[src/rtl/lts_pkg.sv]
package lts_pkg;

    typedef enum logic [2:0] {
        ST_IDLE,
        ST_HDR,
        ST_PAY,
        ST_CRC,
        ST_EOF
    } lts_state_e;

    typedef enum logic {
        FK_ACK,
        FK_DATA
    } lts_kind_e;

    localparam logic [31:0] W_IDLE = 32'hBC95B5B5;
    localparam logic [31:0] W_SOF  = 32'hBCB55757;
    localparam logic [31:0] W_EOF  = 32'hBC95D5D5;
    localparam logic [3:0]  K_LEAD = 4'b1000;
    localparam logic [3:0]  K_NONE = 4'b0000;

    localparam logic [7:0]  TYPE_ACK  = 8'hC1;
    localparam logic [7:0]  TYPE_DATA = 8'hD2;

    localparam logic [31:0] CRC_POLY = 32'h04C11DB7;
    localparam logic [31:0] CRC_SEED = 32'hFFFFFFFF;

endpackage

[src/rtl/lts_crc32.sv]
module lts_crc32 #(
    parameter logic [31:0] POLY = 32'h04C11DB7
) (
    input  logic [31:0] crc_i,
    input  logic [31:0] word_i,
    output logic [31:0] crc_o
);

    // One whole word per call, bit 31 enters first, no reflection.
    always_comb begin
        logic [31:0] acc;
        logic        fb;
        acc = crc_i;
        for (int b = 31; b >= 0; b--) begin
            fb  = acc[31] ^ word_i[b];
            acc = {acc[30:0], 1'b0};
            if (fb) begin
                acc = acc ^ POLY;
            end
        end
        crc_o = acc;
    end

endmodule

[src/rtl/lts_req_flag.sv]
module lts_req_flag (
    input  logic clk,
    input  logic rst_n,
    input  logic set_i,
    input  logic clr_i,
    output logic pend_o
);

    logic pend_d, pend_q;

    // A set while already pending is dropped; clear wins over nothing else.
    always_comb begin
        pend_d = pend_q;
        if (pend_q && clr_i) begin
            pend_d = 1'b0;
        end else if (!pend_q && set_i) begin
            pend_d = 1'b1;
        end
    end

    always_ff @(posedge clk or negedge rst_n) begin
        if (!rst_n) begin
            pend_q <= 1'b0;
        end else begin
            pend_q <= pend_d;
        end
    end

    assign pend_o = pend_q;

    // the scheduler only retires a request that is really pending
    p_clr_when_pend_r9: assert property (@(posedge clk) disable iff (!rst_n)
        clr_i |-> pend_q);

    // a strobe during a pending request cannot drop it
    p_set_keeps_pend_r10: assert property (@(posedge clk) disable iff (!rst_n)
        (pend_q && !clr_i) |=> pend_q);

endmodule

[src/rtl/link_tx_sched.sv]
module link_tx_sched
    import lts_pkg::*;
#(
    parameter int PAYLOAD_WORDS = 4,
    parameter int BURST_FRAMES  = 3,
    parameter int CNT_W         = 8
) (
    input  logic             clk,
    input  logic             rst_n,
    input  logic             ack_set_i,
    input  logic             data_set_i,
    input  logic             ready_i,
    input  logic [CNT_W-1:0] buf_count_i,
    input  logic [31:0]      buf_rdata_i,
    output logic             buf_pop_o,
    output logic [31:0]      tx_data_o,
    output logic [3:0]       tx_ctrl_o,
    output logic             ack_pend_o,
    output logic             data_pend_o,
    output logic             ack_done_o,
    output logic             burst_done_o
);

    localparam int PW_W = $clog2(PAYLOAD_WORDS + 1);
    localparam int BF_W = $clog2(BURST_FRAMES + 1);
    localparam logic [CNT_W-1:0] NEED_WORDS = CNT_W'(PAYLOAD_WORDS);
    localparam logic [PW_W-1:0]  LAST_PAY   = PW_W'(PAYLOAD_WORDS - 1);
    localparam logic [BF_W-1:0]  LAST_FRM   = BF_W'(BURST_FRAMES - 1);

    typedef struct packed {
        lts_state_e      st;
        lts_kind_e       kind;
        logic [PW_W-1:0] pay_cnt;
        logic [BF_W-1:0] frm_idx;
        logic [31:0]     crc;
        logic [31:0]     tx_data;
        logic [3:0]      tx_ctrl;
        logic            ack_done;
        logic            burst_done;
    } sched_t;

    localparam sched_t SCHED_RST = '{
        st:         ST_IDLE,
        kind:       FK_ACK,
        pay_cnt:    '0,
        frm_idx:    '0,
        crc:        CRC_SEED,
        tx_data:    W_IDLE,
        tx_ctrl:    K_LEAD,
        ack_done:   1'b0,
        burst_done: 1'b0
    };

    sched_t      sch_d, sch_q;
    logic        ack_pend, data_pend;
    logic        ack_clr, data_clr;
    logic        pop;
    logic [31:0] hdr_word;
    logic [31:0] crc_in, crc_word, crc_next;
    logic        can_ack, can_data;

    // Request flags (status bits)
    lts_req_flag u_ack_req (
        .clk    (clk),
        .rst_n  (rst_n),
        .set_i  (ack_set_i),
        .clr_i  (ack_clr),
        .pend_o (ack_pend)
    );

    lts_req_flag u_data_req (
        .clk    (clk),
        .rst_n  (rst_n),
        .set_i  (data_set_i),
        .clr_i  (data_clr),
        .pend_o (data_pend)
    );

    // Header and CRC operand selection
    always_comb begin
        if (sch_q.kind == FK_ACK) begin
            hdr_word = {TYPE_ACK, 16'h0000, 8'h00};
        end else begin
            hdr_word = {TYPE_DATA, 16'h0000, 8'(sch_q.frm_idx)};
        end
        if (sch_q.st == ST_HDR) begin
            crc_in   = CRC_SEED;
            crc_word = hdr_word;
        end else begin
            crc_in   = sch_q.crc;
            crc_word = buf_rdata_i;
        end
    end

    lts_crc32 #(
        .POLY (CRC_POLY)
    ) u_crc (
        .crc_i  (crc_in),
        .word_i (crc_word),
        .crc_o  (crc_next)
    );

    assign can_ack  = ready_i && ack_pend;
    assign can_data = ready_i && data_pend && (buf_count_i >= NEED_WORDS);

    // Next-state logic
    always_comb begin
        sch_d            = sch_q;
        sch_d.tx_data    = W_IDLE;
        sch_d.tx_ctrl    = K_LEAD;
        sch_d.ack_done   = 1'b0;
        sch_d.burst_done = 1'b0;
        ack_clr          = 1'b0;
        data_clr         = 1'b0;
        pop              = 1'b0;

        case (sch_q.st)
            ST_IDLE: begin
                if (can_ack) begin
                    sch_d.kind    = FK_ACK;
                    sch_d.st      = ST_HDR;
                    sch_d.tx_data = W_SOF;
                end else if (can_data) begin
                    sch_d.kind    = FK_DATA;
                    sch_d.st      = ST_HDR;
                    sch_d.tx_data = W_SOF;
                end
            end
            ST_HDR: begin
                sch_d.tx_data = hdr_word;
                sch_d.tx_ctrl = K_NONE;
                sch_d.crc     = crc_next;
                sch_d.pay_cnt = '0;
                sch_d.st      = (sch_q.kind == FK_ACK) ? ST_CRC : ST_PAY;
            end
            ST_PAY: begin
                pop           = 1'b1;
                sch_d.tx_data = buf_rdata_i;
                sch_d.tx_ctrl = K_NONE;
                sch_d.crc     = crc_next;
                if (sch_q.pay_cnt == LAST_PAY) begin
                    sch_d.st = ST_CRC;
                end else begin
                    sch_d.pay_cnt = sch_q.pay_cnt + 1'b1;
                end
            end
            ST_CRC: begin
                sch_d.tx_data = ~sch_q.crc;
                sch_d.tx_ctrl = K_NONE;
                sch_d.st      = ST_EOF;
            end
            ST_EOF: begin
                sch_d.tx_data = W_EOF;
                sch_d.st      = ST_IDLE;
                if (sch_q.kind == FK_ACK) begin
                    ack_clr        = 1'b1;
                    sch_d.ack_done = 1'b1;
                end else if (sch_q.frm_idx == LAST_FRM) begin
                    data_clr         = 1'b1;
                    sch_d.burst_done = 1'b1;
                    sch_d.frm_idx    = '0;
                end else begin
                    sch_d.frm_idx = sch_q.frm_idx + 1'b1;
                end
            end
            default: begin
                sch_d.st = ST_IDLE;
            end
        endcase
    end

    always_ff @(posedge clk or negedge rst_n) begin
        if (!rst_n) begin
            sch_q <= SCHED_RST;
        end else begin
            sch_q <= sch_d;
        end
    end

    assign buf_pop_o    = pop;
    assign tx_data_o    = sch_q.tx_data;
    assign tx_ctrl_o    = sch_q.tx_ctrl;
    assign ack_pend_o   = ack_pend;
    assign data_pend_o  = data_pend;
    assign ack_done_o   = sch_q.ack_done;
    assign burst_done_o = sch_q.burst_done;

    // only the lead byte can ever be flagged
    p_ctrl_legal_r1: assert property (@(posedge clk) disable iff (!rst_n)
        (tx_ctrl_o == K_NONE) || (tx_ctrl_o == K_LEAD));

    // a pending acknowledge wins the frame start
    p_ack_first_r3: assert property (@(posedge clk) disable iff (!rst_n)
        (sch_q.st == ST_HDR && $past(ack_pend)) |-> (sch_q.kind == FK_ACK));

    // the buffer is never drained below empty
    p_pop_has_data_r7: assert property (@(posedge clk) disable iff (!rst_n)
        buf_pop_o |-> (buf_count_i != '0));

    // a start delimiter needs ready in the deciding cycle
    p_sof_needs_ready_r8: assert property (@(posedge clk) disable iff (!rst_n)
        (tx_ctrl_o == K_LEAD && tx_data_o == W_SOF) |-> $past(ready_i));

    // done pulses ride on the end delimiter, never together
    p_done_on_eof_r9: assert property (@(posedge clk) disable iff (!rst_n)
        (ack_done_o || burst_done_o) |-> (tx_data_o == W_EOF && tx_ctrl_o == K_LEAD));

    p_done_excl_r9: assert property (@(posedge clk) disable iff (!rst_n)
        !(ack_done_o && burst_done_o));

    p_ack_fall_r9: assert property (@(posedge clk) disable iff (!rst_n)
        $fell(ack_pend_o) |-> ack_done_o);

endmodule

[config.mk]
export PLATFORM = sky130hd
export DESIGN_NAME = link_tx_sched
export DESIGN_NICKNAME = d
export VERILOG_FILES = /design/src/rtl/lts_pkg.sv /design/src/rtl/lts_crc32.sv /design/src/rtl/lts_req_flag.sv /design/src/rtl/link_tx_sched.sv
export SDC_FILE = /design/constraint.sdc
export NUM_CORES = 1
export LEC_CHECK = 0
export BUFFER_PORTS_ARGS = -buffer_cell sky130_fd_sc_hd__buf_2
export CAP_MARGIN = 20
export CORE_MARGIN = 2
export CORE_UTILIZATION = 25
export DETAILED_ROUTE_END_ITERATION = 16
export PLACE_DENSITY = 0.43
export SLEW_MARGIN = 20
export SYNTH_ARGS = -nofsm -noshare
export SYNTH_HDL_FRONTEND = slang
export SYNTH_SLANG_ARGS = --single-unit
[constraint.sdc]
create_clock -name clk -period 4.6 [get_ports clk]
set_input_delay 0.46 -clock clk [delete_from_list [all_inputs] [get_ports clk]]
set_output_delay 0.46 -clock clk [all_outputs]
set_load 0.005 [all_outputs]
==> metrics.csv, run 1 <==
stage;metric;value;unit
logic_synthesis;synthMuxAreaShare;0.0123;
global_route;track_usage;0.143;
sta;setup-tns-final;0;ns
global_route;grt_pass1_vias;4911;
routing;drc;0;
logic_synthesis;syn_area_per_cell;10.2;um2
logic_synthesis;synth_top_cell_by_area;xnor2_1;
sta;tightest_slew;0.719;ns
routing;ant_nets;0;
global_route;overflow;0;
routing;drt_iter0_drc;252;
die;die_w;173;um
cts;cts_sinks;78;
cts;cts_buffer_depth;2;
logic_synthesis;synthTopCellsByArea;xnor2_1 21%, dfstp_2 19%, dfrtp_1 9.1%;
setup_path;cp_max_fo;11;
routing;num_vias;4829;
cells_and_area;fin_nets;822;
sta;min_period_over_period;0.916;
sta;finalClockSkew;0.00888;ns
sta;fmax;0.237;GHz
placement;portBuffers;80;
sta;slew_violations;0;
global_route;antenna_found_initial;0;
logic_synthesis;synthDominantCellAreaShare;0.213;
die;io_pins;86;
cts;worstSkewPairLatency;0.34;ns
logic_synthesis;synth_top_flop_cell;dfstp_2;
setup_path;reg2reg_slack;0.39;ns
sta;hold_violations;0;
placement;placed_cells;1142;
setup_path;reg2reg_depth;12;
logic_synthesis;synth_most_common_cell;xnor2_1;
sta;rsz0062_at_grt;false;
die;die_area;0.0299;mm2
cells_and_area;nFillCells;2990;
run;cap_violations;0;
cells_and_area;stdcell_count;1158;
logic_synthesis;synth_top_family_by_area;XOR/XNOR gates;
cts;clk_pin_slew;0.06;ns
logic_synthesis;netlist_instances;701;
setup_path;start_kind;flip-flop;
cts;cts_resized;0;
die;core-area;0.0279;mm2
status;status;complete, no violations;
cells_and_area;layout-drive-gt1-share;0.321;
logic_synthesis;synth-simple-area-share;0.0939;
logic_synthesis;synth_edf_count;0;
logic_synthesis;yosysSeqAreaShare;0.283;
routing;first_pass_iters;4;
cts;root_buffer;clkbuf_16;
cts;cts_tree;built;
setup_path;worstPathRequired;4.86;ns
die;die_h;173;um
cells_and_area;final_core_util;0.297;
logic_synthesis;mappedNetlistArea;0.00713;mm2
sta;min_period;4.21;ns
cts;h-tree-depth;3;
placement;routabilityCongestion;0.837;
logic_synthesis;netlist_top_cells_count;173 x xnor2_1, 67 x nor2_1, 59 x o21ai_0;
die;fp-row-count;61;
placement;hpwlAfterDp;17100;um
routing;avgViaCountPerCell;4.17;
cells_and_area;synthToLayoutAreaGrowth;16.3;%
sta;timing.slew.headroom;0.521;
setup_path;arrival;4.48;ns
setup_path;r2r-start;sch_q[69]$_DFFE_PN1P_;
cts;cts_setup_buffers;0;
logic_synthesis;ys_seq_elements;78;
global_route;grt_pass1_wl;32100;um
cts;postCtsHoldBufs;0;
hold_path;min_path_type;input port to async pin;
logic_synthesis;synth_compound_area_frac;0.0848;
logic_synthesis;synthArstFlopShare;1.00;
routing;wl_per_cell;18.0;um
setup_path;rr_endpoint;sch_q[45]$_DFFE_PN1P_;
cts;numCtsBuffers;9;
global_route;grt_max_degree;79;
routing;wl;20900;um
sta;final-setup-viol-count;0;
cells_and_area;diodes;0;
die;initial_core_util;0.255;
logic_synthesis;synth_adder_area_share;0.00351;
setup_path;crit_type;flip-flop to flip-flop;
setup_path;end_kind;flip-flop;
logic_synthesis;yosys_warnings;0;
logic_synthesis;synth.distinct_cells;46;
logic_synthesis;synth-xor-area-share;0.465;
[cell families after synthesis]
logic type	Yosys count
adders and majority gates	2
other	1
and+or+nand+nor	147
muxes	7
AOI/OAI and AO/OA	116
xor gates and xnor gates	280
DFF	78
buffers and inverters	70
[layout make-up]
class / count / area, um2 / area share
Inverter: 5 / 18.8 / 0.00226
Clock inverter: 5 / 58.8 / 0.00710
Clock buffer: 11 / 233 / 0.0281
Timing Repair Buffer: 126 / 764 / 0.0923
Multi-Input combinational cell: 555 / 4720 / 0.570
Tap cell: 378 / 473 / 0.0571
Sequential cell: 78 / 2020 / 0.243
[placed cells by master, fill, tap and decap left out, types with 15 or more instances in the layout]
cell type	count
nand2b_1	15
o21ai_0	59
xor2_1	39
xnor2_1	173
dfstp_2	52
buf_2	79
dfrtp_1	26
nand2_1	41
xnor2_2	15
xnor3_1	23
nor2_1	66
buf_4	45
a21oi_1	42
[critical path, cell delays in order (launching register included)]
cell     delay (ns)
dfstp_2        0.55
xnor2_1        0.12
buf_4          0.27
xor3_2         0.44
xnor2_2        0.31
xnor3_1        0.50
nor2_4         0.25
xor2_2         0.13
xnor2_1        0.41
xnor2_2        0.23
xor3_1         0.45
xor2_1         0.35
a21oi_1        0.12
[per-layer routing]
metal  vias to the layer above  global-route usage  wire [um]
met5                         -                   0          0
met4                         0              0.0357        366
met3                        16              0.0209        733
met2                        94               0.221       9340
met1                      2335               0.209      10400
li1                       2384                   -          -
[flip-flops by register name, summed over array words and instances, names as in the netlist]
register           count
tx_data_o             32
u_data_req.pend_o      1
ack_done_o             1
tx_ctrl_o              1
u_ack_req.pend_o       1
burst_done_o           1
sch_q                 41
[metrics by stage]
| stage | setup WS [ns] | cell area [um2] | hold slack (ns) |
|---|---|---|---|
| floorplan | 0.844 | 7130 | 0.164 |
| global placement | 0.357 | 7990 | 0.472 |
| detailed placement | 0.362 | 7990 | 0.479 |
| CTS | 0.402 | 8280 | 0.329 |
| global route | 0.246 | 8290 | 0.210 |
| finish | 0.386 | 8290 | 0.162 |
[worst max-delay path by stage]
stage	start	end	slack [ns]	cells after the start
4_1_cts	sch_q[62]$_DFFE_PN1P_	sch_q[45]$_DFFE_PN1P_	0.40	10
2_1_floorplan	sch_q[69]$_DFFE_PN1P_	sch_q[45]$_DFFE_PN1P_	0.84	12
5_1_grt	sch_q[69]$_DFFE_PN1P_	sch_q[45]$_DFFE_PN1P_	0.25	12
3_5_place_dp	buf_rdata_i[28]	sch_q[45]$_DFFE_PN1P_	0.36	12
3_3_place_gp	buf_rdata_i[28]	sch_q[45]$_DFFE_PN1P_	0.36	12
6_report	sch_q[69]$_DFFE_PN1P_	sch_q[45]$_DFFE_PN1P_	0.39	12
Power of run 1 is not shown: default switching activity piles up to over one toggle a cycle in this logic, so the estimate is an artifact.
==> run 2: changes to the inputs <==
--- a/config.mk
+++ b/config.mk
@@ -8,10 +8,10 @@
 export BUFFER_PORTS_ARGS = -buffer_cell sky130_fd_sc_hd__buf_2
 export CAP_MARGIN = 20
 export CORE_MARGIN = 2
-export CORE_UTILIZATION = 25
+export CORE_UTILIZATION = 45
 export DETAILED_ROUTE_END_ITERATION = 16
-export PLACE_DENSITY = 0.43
 export SLEW_MARGIN = 20
 export SYNTH_ARGS = -nofsm -noshare
 export SYNTH_HDL_FRONTEND = slang
+export SYNTH_HIERARCHICAL = 1
 export SYNTH_SLANG_ARGS = --single-unit
==> metrics.csv, run 2 <==
stage;metric;value;unit;change
status;status;complete, no violations;;
cells_and_area;synthToLayoutAreaGrowth;20.8;%;
sta;setup-tns-final;0;ns;unchanged
hold_path;min_path_type;input port to async pin;;
cts;clk_pin_slew;0.06;ns;about the same
logic_synthesis;synth_top_cell_by_area;dfstp_2;;
logic_synthesis;synth_edf_count;0;;unchanged
global_route;grt_max_degree;79;;unchanged
logic_synthesis;synthDominantCellAreaShare;0.189;;-0.0234
cells_and_area;stdcell_count;993;;-14%
die;io_pins;86;;unchanged
global_route;antenna_found_initial;0;;unchanged
cells_and_area;multi_input_area;0.00499;mm2;+5.6%
setup_path;reg2reg_slack;0.13;ns;-0.26 ns
sta;rsz0062_at_grt;false;;
logic_synthesis;synth.distinct_cells;59;;+28%
global_route;grt_util_met1;0.292;;+0.0833
cts;cts_buffer_depth;2;;unchanged
cts;h-tree-depth;3;;unchanged
routing;first_pass_iters;4;;unchanged
setup_path;rr_endpoint;sch_q[49]$_DFFE_PN1P_;;
placement;routabilityCongestion;0.987;;+18%
logic_synthesis;yosysSeqAreaShare;0.279;;-0.00368
logic_synthesis;netlist_top_cells_count;148 x xnor2_1, 52 x dfstp_2, 44 x nand2b_1;;
sta;final-setup-viol-count;0;;unchanged
cts;cts_tree;built;;
setup_path;worstPathRequired;4.87;ns;about the same
sta;whs;0.262;ns;+0.0999 ns
cts;worstSkewPairLatency;0.35;ns;about the same
logic_synthesis;synthTopCellsByArea;dfstp_2 19%, xnor2_1 18%, xnor3_1 9.4%;;
cts;cts_sinks;78;;unchanged
global_route;busiest_layer;met2;;
routing;wl_per_cell;18.8;um;+4.0%
placement;portBuffers;80;;unchanged
setup_path;reg2reg_depth;12;;unchanged
run;cap_violations;0;;unchanged
die;die_h;131;um;-24%
placement;hpwlAfterDp;14700;um;-14%
sta;min_period;4.47;ns;+0.260 ns
placement;post-place-ws;-0.0447;ns;-0.407 ns
setup_path;end_kind;flip-flop;;
cts;numCtsBuffers;9;;unchanged
cts;postCtsHoldBufs;0;;unchanged
routing;ant_nets;0;;unchanged
cells_and_area;layout-drive-gt1-share;0.427;;+0.107
placement;placed_cells;964;;-16%
sta;setup_slack;0.126;ns;-0.260 ns
routing;wl;18600;um;-11%
die;die_w;131;um;-24%
sta;hold_violations;0;;unchanged
sta;tightest_slew;1.01;ns;+0.293 ns
cells_and_area;max_flop_register;sch_q;;
logic_synthesis;ys_seq_elements;78;;unchanged
global_route;track_usage;0.225;;+0.0818
die;core-area;0.0158;mm2;-44%
routing;num_vias;4857;;+0.58%
logic_synthesis;synth_most_common_cell;xnor2_1;;
setup_path;r2r-start;sch_q[77]$_DFFE_PN0P_;;
setup_path;cp_max_fo;30;;+19
global_route;grt_pass1_vias;4897;;-0.29%
global_route;grt_pass1_wl;28100;um;-12%
setup_path;crit_start;sch_q[77]$_DFFE_PN0P_;;
sta;timing.slew.headroom;0.324;;-0.197
logic_synthesis;netlist_instances;648;;-7.6%
cells_and_area;largest_register_ffs;41;;unchanged
global_route;grt_util_met3;0.0379;;+0.0170
die;die_area;0.0171;mm2;-43%
cells_and_area;fin_nets;819;;-0.36%
routing;avgViaCountPerCell;4.89;;+17%
logic_synthesis;mappedNetlistArea;0.00722;mm2;+1.3%
logic_synthesis;synth_top_flop_cell;dfstp_2;;
setup_path;arrival;4.74;ns;+0.26 ns
sta;finalClockSkew;0.00508;ns;-0.00380 ns
sta;min_period_over_period;0.973;;+0.0565
setup_path;crit_type;flip-flop to flip-flop;;
setup_path;start_kind;flip-flop;;
logic_synthesis;yosys_warnings;6;;+6
logic_synthesis;syn_area_per_cell;11.1;um2;+9.6%
die;initial_core_util;0.458;;+0.203
global_route;overflow;0;;unchanged
cells_and_area;layout_common_cells;136 x xnor2_1, 90 x buf_4, 79 x buf_2, 52 x dfstp_2, 43 x nand2b_1;;
sta;fmax;0.224;GHz;-5.8%
logic_synthesis;synthArstFlopShare;1.00;;unchanged
routing;drc;0;;unchanged
setup_path;endpoint;sch_q[49]$_DFFE_PN1P_;;
cells_and_area;final_common_cell;xnor2_1;;
cells_and_area;final-seq-area;0.00202;mm2;unchanged
global_route;grtUsageMet2;0.389;;+0.168
sta;slew_violations;0;;unchanged
routing;drt_iter0_drc;196;;-22%
cells_and_area;nFillCells;1419;;-53%
die;fp-row-count;46;;-25%
cts;root_buffer;clkbuf_16;;
cells_and_area;diodes;0;;unchanged
==> run 2: cells by family after synthesis <==
| group | Yosys count | synth area share |
|---|---|---|
| AO/OA/AOI/OAI | 69 | 0.0664 |
| XOR/XNOR | 254 | 0.426 |
| adder cells (fa/ha/maj) | 2 | 0.00347 |
| buffers and inverters | 72 | 0.0600 |
| flip-flops | 78 | 0.279 |
| multiplexers | 38 | 0.0586 |
| other | 1 | 0.000519 |
| AND/OR/NAND/NOR | 134 | 0.106 |
==> run 2: how the worst min path moves through the flow <==
stage | slack [ns] | to | startpoint
final | 0.26 | tx_data_o[17]$_DFF_PN0_ | rst_n
after global routing | 0.34 | tx_data_o[17]$_DFF_PN0_ | rst_n
after CTS | 0.31 | tx_data_o[17]$_DFF_PN0_ | rst_n
after floorplan | 0.16 | ack_done_o$_DFF_PN0_ | rst_n
after detailed placement | 0.50 | sch_q[72]$_DFFE_PN0P_ | sch_q[72]$_DFFE_PN0P_
after global placement | 0.48 | sch_q[72]$_DFFE_PN0P_ | sch_q[72]$_DFFE_PN0P_
==> run 2: worst max-delay path, cell delays in order, from the launching register on <==
cell     delay [ns]
dfrtp_1        0.37
or3b_4         0.43
buf_12         0.17
and2_1         0.21
xor2_4         0.19
xnor3_2        0.52
xnor3_4        0.53
xnor3_2        0.40
xnor3_2        0.48
xnor3_2        0.40
xor3_2         0.27
xnor2_1        0.14
mux2_1         0.29
==> run 2: layout make-up <==
cell class                 count  area share
multi-input combinational    500       0.572
sequential                    78       0.231
timing repair buffer         172       0.128
tap                          216      0.0310
clock buffer                  10      0.0262
clock inverter                 6     0.00703
inverter                      11     0.00473
==> run 2: timing repair <==
action / CTS / global route
endpoints found under the setup margin: 7 / 17
gates resized for setup: 7 / 24
pin swaps: 2 / 16
buffers inserted: 0 / 13
==> run 2: per-stage QoR <==
stage,area (um2),utilization
2_1_floorplan,7270,-
3_3_place_gp,8160,0.517
3_5_place_dp,8160,0.517
4_1_cts,8490,0.538
5_1_grt,8720,0.553
6_report,8720,0.553
==> run 2: routing by layer <==
layer	wire length, um	up-vias
met1	8380	2389
met5	0	-
li1	-	2346
met4	350	0
met2	9230	103
met3	658	19
Power of run 2 is left out for the same reason.
==> run 3: changes to the inputs <==
--- a/config.mk
+++ b/config.mk
@@ -10,6 +10,7 @@
 export CORE_MARGIN = 2
 export CORE_UTILIZATION = 45
 export DETAILED_ROUTE_END_ITERATION = 16
+export REMOVE_ABC_BUFFERS = 1
 export SLEW_MARGIN = 20
 export SYNTH_ARGS = -nofsm -noshare
 export SYNTH_HDL_FRONTEND = slang
==> metrics.csv, run 3 (synthesized netlist as in run 2, its figures left out) <==
stage;metric;value;unit;change
placement;hpwlAfterDp;15200;um;+3.6%
routing;ant_nets;0;;unchanged
cells_and_area;layout_common_cells;137 x xnor2_1, 118 x buf_4, 79 x buf_2, 52 x dfstp_2, 44 x nand2b_1;;
cells_and_area;layout-drive-gt1-share;0.446;;+0.0187
routing;drt_iter0_drc;267;;+36%
placement;placed_cells;991;;+2.8%
die;die_w;131;um;unchanged
global_route;overflow;0;;unchanged
setup_path;worstPathRequired;4.87;ns;about the same
die;initial_core_util;0.458;;unchanged
setup_path;arrival;4.81;ns;+0.07 ns
routing;avgViaCountPerCell;4.89;;about the same
cts;clk_pin_slew;0.06;ns;about the same
setup_path;crit_type;flip-flop to flip-flop;;
sta;fmax;0.221;GHz;-1.3%
cts;root_buffer;clkbuf_16;;
cells_and_area;largest_register_ffs;41;;unchanged
setup_path;end_kind;flip-flop;;
routing;num_vias;4989;;+2.7%
global_route;antenna_found_initial;1;;+1
status;status;complete, no violations;;
die;io_pins;86;;unchanged
placement;portBuffers;80;;unchanged
global_route;grt_max_degree;79;;unchanged
die;fp-row-count;46;;unchanged
die;die_area;0.0171;mm2;unchanged
cells_and_area;max_flop_register;sch_q;;
cts;worstSkewPairLatency;0.35;ns;about the same
setup_path;rr_endpoint;sch_q[52]$_DFFE_PN1P_;;
global_route;grt_pass1_wl;29400;um;+4.6%
sta;timing.slew.headroom;0.524;;+0.200
cts;cts_buffer_depth;2;;unchanged
sta;final-setup-viol-count;0;;unchanged
routing;wl;19400;um;+4.3%
routing;drc;0;;unchanged
sta;hold_violations;0;;unchanged
global_route;track_usage;0.238;;+0.0129
cells_and_area;synthToLayoutAreaGrowth;23.3;%;
sta;tightest_slew;0.714;ns;-0.298 ns
cells_and_area;final_core_util;0.565;;+0.0115
setup_path;start_kind;flip-flop;;
global_route;grt_pass1_vias;5032;;+2.8%
hold_path;min_path_type;input port to async pin;;
setup_path;reg2reg_slack;0.07;ns;-0.06 ns
cells_and_area;nFillCells;1409;;-0.70%
routing;wl_per_cell;19.0;um;+1.5%
die;core-area;0.0158;mm2;unchanged
cts;numCtsBuffers;9;;unchanged
routing;first_pass_iters;4;;unchanged
run;cap_violations;0;;unchanged
cts;cts_sinks;78;;unchanged
cells_and_area;final_common_cell;xnor2_1;;
die;die_h;131;um;unchanged
sta;min_period_over_period;0.986;;+0.0132
cts;cts_tree;built;;
cts;h-tree-depth;3;;unchanged
setup_path;reg2reg_depth;15;;+3
cells_and_area;fin_nets;847;;+3.4%
placement;routabilityCongestion;0.968;;-1.9%
sta;min_period;4.53;ns;+0.0609 ns
sta;rsz0062_at_grt;true;;
placement;post_dp_cell_area;0.00831;mm2;+1.8%
setup_path;cp_max_fo;8;;-73%
setup_path;r2r-start;sch_q[78]$_DFFE_PN0P_;;
cells_and_area;diodes;0;;unchanged
sta;slew_violations;0;;unchanged
cells_and_area;stdcell_count;1021;;+2.8%
cells_and_area;fin_area;0.00890;mm2;+2.1%
sta;finalClockSkew;0.0114;ns;+0.00634 ns
==> run 3: critical path, stage by stage (launching register included) <==
cell	delay (ns)
dfrtp_1	0.38
or3b_4	0.49
buf_6	0.17
nand2b_1	0.17
xor2_4	0.25
xnor3_2	0.51
xnor3_2	0.42
buf_4	0.18
xnor3_2	0.41
xnor3_1	0.43
xor2_2	0.17
buf_4	0.14
buf_4	0.13
xnor2_2	0.14
xnor2_2	0.18
mux2_2	0.28
==> run 3: worst max-delay path by stage <==
stage                                  to                   from  slack [ns]  cells after the start
floorplan           sch_q[49]$_DFFE_PN1P_  sch_q[76]$_DFFE_PN0P_       -1.31                     11
global placement    sch_q[60]$_DFFE_PN1P_  sch_q[77]$_DFFE_PN0P_       -0.29                     15
detailed placement  sch_q[60]$_DFFE_PN1P_  sch_q[77]$_DFFE_PN0P_       -0.27                     15
CTS                 sch_q[52]$_DFFE_PN1P_  sch_q[78]$_DFFE_PN0P_       0.007                     15
global route        sch_q[49]$_DFFE_PN1P_  sch_q[78]$_DFFE_PN0P_       -0.05                     13
finish              sch_q[52]$_DFFE_PN1P_  sch_q[78]$_DFFE_PN0P_        0.07                     15
==> run 3: through the flow <==
step / hold slack [ns] / worst slack, ns / setup TNS, ns
2_1_floorplan: 0.164 / -1.31 / -28.77
3_3_place_gp: 0.482 / -0.285 / -1.83
3_5_place_dp: 0.497 / -0.268 / -1.96
4_1_cts: 0.312 / 0.00687 / 0
5_1_grt: 0.204 / -0.0537 / -0.151
6_report: 0.147 / 0.0655 / 0
==> run 3: layer usage <==
metal | vias up | track usage | share of wire
met4 | 0 | 0.0707 | 0.019
met2 | 132 | 0.395 | 0.48
met1 | 2446 | 0.331 | 0.45
met5 | - | 0 | 0
li1 | 2390 | - | -
met3 | 21 | 0.0261 | 0.048
==> run 3: what timing repair did <==
action                                  in CTS  in global routing
pin swaps                                    4                 10
endpoints found under the setup margin      18                 13
resized for setup                            5                 25
buffers inserted                             3                 11
hold endpoints to repair                     0                  0
hold buffers                                 0                  0
==> run 3: layout make-up <==
cell class	instances	area, um2	area share
clock buffer	10	229	0.0257
clock inverter	6	63.8	0.00717
inverter	11	41.3	0.00464
multi-input combinational	500	4960	0.557
sequential	78	2020	0.226
tap	216	270	0.0303
timing repair buffer	200	1320	0.149
Power of run 3 is left out for the same reason.
